### src/rtl/sram_seq_ctrl.sv
module sram_seq_ctrl #(
  parameter int AW      = 17,
  parameter int DW      = 24,
  parameter int T_SETUP = 1,
  parameter int T_WE    = 2,
  parameter int T_RD    = 2
) (
  input  logic          clk,
  input  logic          rst_n,
  input  logic          req_valid,
  input  logic          req_write,
  input  logic [AW-1:0] req_addr,
  input  logic [DW-1:0] req_wdata,
  output logic          req_ready,
  output logic          done,
  output logic [DW-1:0] rd_data,
  output logic [AW-1:0] mem_addr,
  output logic          mem_ce_a_n,
  output logic          mem_ce_b_n,
  output logic          mem_ce_c,
  output logic          mem_oe_n,
  output logic          mem_we_n,
  output logic [DW-1:0] mem_dq_o,
  input  logic [DW-1:0] mem_dq_i,
  output logic          mem_dq_oe
);
  localparam int TMAX = (T_SETUP > T_WE) ? ((T_SETUP > T_RD) ? T_SETUP : T_RD)
                                         : ((T_WE > T_RD) ? T_WE : T_RD);
  localparam int CW = $clog2(TMAX + 1);

  typedef enum logic [2:0] {
    ST_IDLE, ST_WSET, ST_WPUL, ST_WHLD, ST_RACC, ST_TURN
  } st_t;

  st_t           st;
  logic [CW-1:0] cnt;
  logic [AW-1:0] a_q;
  logic [DW-1:0] d_q;
  logic [DW-1:0] rd_q;
  logic          done_q;
  logic          sel;

  always_ff @(posedge clk or negedge rst_n) begin
    if (!rst_n) begin
      st     <= ST_IDLE;
      cnt    <= '0;
      a_q    <= '0;
      d_q    <= '0;
      rd_q   <= '0;
      done_q <= 1'b0;
    end else begin
      done_q <= 1'b0;
      case (st)
        ST_IDLE: if (req_valid) begin
          a_q <= req_addr;
          d_q <= req_wdata;
          if (req_write) begin
            st  <= ST_WSET;
            cnt <= CW'(T_SETUP - 1);
          end else begin
            st  <= ST_RACC;
            cnt <= CW'(T_RD - 1);
          end
        end
        ST_WSET: if (cnt == '0) begin
          st  <= ST_WPUL;
          cnt <= CW'(T_WE - 1);
        end else cnt <= cnt - 1'b1;
        ST_WPUL: if (cnt == '0) st <= ST_WHLD;
                 else cnt <= cnt - 1'b1;
        ST_WHLD: begin
          st     <= ST_IDLE;
          done_q <= 1'b1;
        end
        ST_RACC: if (cnt == '0) begin
          st     <= ST_TURN;
          rd_q   <= mem_dq_i;
          done_q <= 1'b1;
        end else cnt <= cnt - 1'b1;
        default: st <= ST_IDLE;
      endcase
    end
  end

  assign sel        = (st == ST_WSET) || (st == ST_WPUL) || (st == ST_WHLD) || (st == ST_RACC);
  assign req_ready  = (st == ST_IDLE);
  assign done       = done_q;
  assign rd_data    = rd_q;
  assign mem_addr   = a_q;
  assign mem_dq_o   = d_q;
  assign mem_ce_a_n = ~sel;
  assign mem_ce_b_n = ~sel;
  assign mem_ce_c   = sel;
  assign mem_oe_n   = (st != ST_RACC);
  assign mem_we_n   = (st != ST_WPUL);
  assign mem_dq_oe  = ((st == ST_WPUL) && (cnt != CW'(T_WE - 1))) || (st == ST_WHLD);
endmodule

### config.mk
export PLATFORM = sky130hd
export DESIGN_NAME = sram_seq_ctrl
export DESIGN_NICKNAME = d
export VERILOG_FILES = /design/src/rtl/sram_seq_ctrl.sv
export SDC_FILE = /design/constraint.sdc
export NUM_CORES = 1
export LEC_CHECK = 0
export ABC_CLOCK_PERIOD_IN_PS = 2100
export CORE_UTILIZATION = 42
export CTS_CLUSTER_DIAMETER = 80
export DETAILED_ROUTE_END_ITERATION = 8
export HOLD_SLACK_MARGIN = 0.02
export PLACE_DENSITY = 0.86
export SLEW_MARGIN = 15
export SYNTH_ARGS = -nofsm -noshare
export SYNTH_HDL_FRONTEND = slang
export SYNTH_SLANG_ARGS = --single-unit
### constraint.sdc
create_clock -name clk -period 2.1 [get_ports clk]
set_input_delay 0.42 -clock clk [delete_from_list [all_inputs] [get_ports clk]]
set_output_delay 0.42 -clock clk [all_outputs]
set_load 0.01 [all_outputs]
==> metrics.cfg <==
[sta]
slew_violations = 0
worstMarginPinSlew_ps = 331.9
min_period_over_period_pct = 97.55
fmax_mhz = 488.2
setup_ws_ps = 51.46
rsz0062_at_grt = no
period_minus_slack_ps = 2049
setup_viol = 0
slew_headroom_pct = 77.87
fin_skew_ps = 7.549
holdWs_ps = 491.3
hold_violations = 0
setup_tns_ps = 0

[floorplan]
die_area_sq_mm = 0.007879
initial_core_util_pct = 43.59
die_h_microns = 88.77
dieWidth_microns = 88.77
io_pins = 142
rows = 31
core_area_sq_mm = 0.007253

[routing]
ant_nets = 0
wirelength_microns = 7116
wl_per_cell_microns = 15.99
vias_per_cell = 4.730
firstDrtPassIters = 4
vias = 2105
drc_errors = 0
drt-initial-drc-count = 27

[place]
port_buffers = 141
place_congestion = 0.9059
pre_cts_ws_ps = 196.4
placed_cells = 426
dp_hpwl_microns = 5049
placed_cell_area_sq_mm = 0.004636

[synth]
syn_area_per_cell_sq_um = 16.55
syn_nets = 263
ys_warn_count = 0
synthCells = 191
ys_seq_area_share_pct = 56.19
synthesis.area_sq_mm = 0.003162
synth_top_cell_area_share_pct = 56.19
synth_top_area_cell = dfrtp_1
ys_top_cells_by_area = dfrtp_1 56%, mux2_4 28%, buf_12 2.5%
ys_ff_latch = 71
synth_cell_types = 28

[worst_setup_path]
cp_max_fo = 7
reg2reg_depth = 5
r2r_end = rd_data[0]
path_class = flop to output pin
cp-end-kind = output pin
ff2ff_setup_slack_ps = 360
arrival_ps = 1630
required_ps = 1680
rr_startpoint = cnt[0]
cp-start-kind = flop

[global_route]
antenna_found_initial = 0
grt_usage_pct = 18.45
grt.met1_usage_pct = 21.89
grt_max_degree = 55
grt_pass1_wl_microns = 10640
grt_overflow = 0
grt_pass1_vias = 2203
grt.busiest_layer = met2
grtUsageMet3_pct = 4.478
grt_util_met2_pct = 31.75

[clock_network]
insertion_delay_ps = 330
cts_max_level = 3
path_clk_slew_ps = 70
cts_root_buf = clkbuf_8
cts_tree = yes
cts_buffer_depth = 2
clock_sinks = 71
cts_buffers = 9

[power]
powerDensity_mw_per_mm2 = 1598
irDropWorstVdd_uv = 867.7
p_leak_nw = 2.148

[final_layout]
layout-drive-gt1-share_pct = 28.90
final_cell_area_sq_mm = 0.004872
area_growth_pct = 54.10
final_cells = 445
finalNetCount = 413
n_antenna_cell = 0

[run_status]
run_status = finished clean

[flow_run]
drv_cap = 0

[min_path]
min_path_type = input port to async pin

[layer usage]
metal  part of all wire (%)  vias up  wire length (microns)
li1                       -      963                      -
met1                     41     1029                   2935
met2                     49      100                   3522
met3                    7.6       13                    539
met4                    1.7        0                    119
met5                      0        -                      0
[how the worst max path moves through the flow]
stage	start	slack [ps]	to	depth (start not counted)
floorplan	st[1]	460	mem_addr[0]	5
global placement	req_valid	240	mem_dq_o[2]	4
detailed placement	req_valid	200	mem_dq_o[2]	4
CTS	st[1]	20	mem_ce_c	4
global route	st[1]	8	req_ready	2
finish	st[1]	50	mem_we_n	3
[repair_timing]
action / CTS / global route
gates cloned: 0 / 0
setup buffers: 0 / 2
endpoints found under the hold margin: 17 / 0
gates resized for setup: 11 / 2
pin swaps: 0 / 1
hold buffers: 1 / 0
setup endpoints to repair: 6 / 2
[cell families after synthesis]
group                      after synthesis  synth area share (%)
muxes                                   66                 30.51
buffers and inverters                   18                 5.461
AOI/OAI and AO/OA                       14                 2.889
xor gates and xnor gates                 3                0.8312
and+or+nand+nor                         16                 2.929
adders and majority gates                3                 1.187
DFF                                     71                 56.19
[flip-flops by register name (all words and copies together) (netlist names)]
register	count
cnt	2
done	1
mem_addr	17
mem_dq_o	24
rd_data	24
st	3
[layout make-up]
type	count	area [sq um]
clock inverters	4	45.04
well taps	99	123.9
multi-input cells	102	1236
flip-flops and latches	71	1780
inverters	6	22.52
repair buffers	151	1519
fillers	509	2381
clock buffers	12	145.1
[cell usage in the layout, fill, tap and decap left out, types with 2 or more instances in the layout]
cell / instances
a21oi_1: 4
a31oi_1: 2
buf_12: 3
buf_4: 6
clkbuf_1: 2
clkbuf_8: 10
clkdlybuf4s50_1: 135
clkinv_2: 3
dfrtp_1: 68
dfrtp_2: 3
dlygate4sd2_1: 4
ha_1: 3
inv_1: 6
mux2_2: 7
mux2_4: 59
nand2_1: 3
nand3b_1: 2
o21ai_0: 3
o22ai_1: 2
xnor2_1: 2
[cells in the mapped netlist]
master / count
o21ai_0: 3
ha_1: 3
buf_4: 2
and3_1: 1
inv_1: 6
buf_12: 4
o22ai_1: 2
o32ai_2: 1
or4_1: 1
nor2_1: 2
a21o_1: 1
or3b_1: 1
buf_6: 4
mux2_4: 59
mux2_2: 7
and2_1: 1
nand3b_1: 2
a31oi_1: 2
nor2b_1: 1
xnor2_1: 3
dfrtp_1: 71
buf_2: 2
a21boi_0: 1
a21oi_1: 4
or2_2: 1
nor3b_1: 1
nand2_1: 3
nor3_1: 2
[worst max-delay path: stages, from the launching register on]
cell and delay (ps):
dfrtp_2 450, buf_4 140, or3b_1 400, dlygate4sd2_1 310
[power by group]
group	switching [mW]	internal, mW	total [mW]
registers	0.441	2.08	2.52
clock network	0.468	0.576	1.04
logic	1.49	2.73	4.22
[metrics by stage]
step	util [%]	total power, mW
after floorplan	-	4.876
after global placement	63.91	6.625
after detailed placement	63.91	6.733
after CTS	66.86	7.827
after global routing	67.17	8.241
final	67.17	7.784
(Power assumes the default switching activity.)
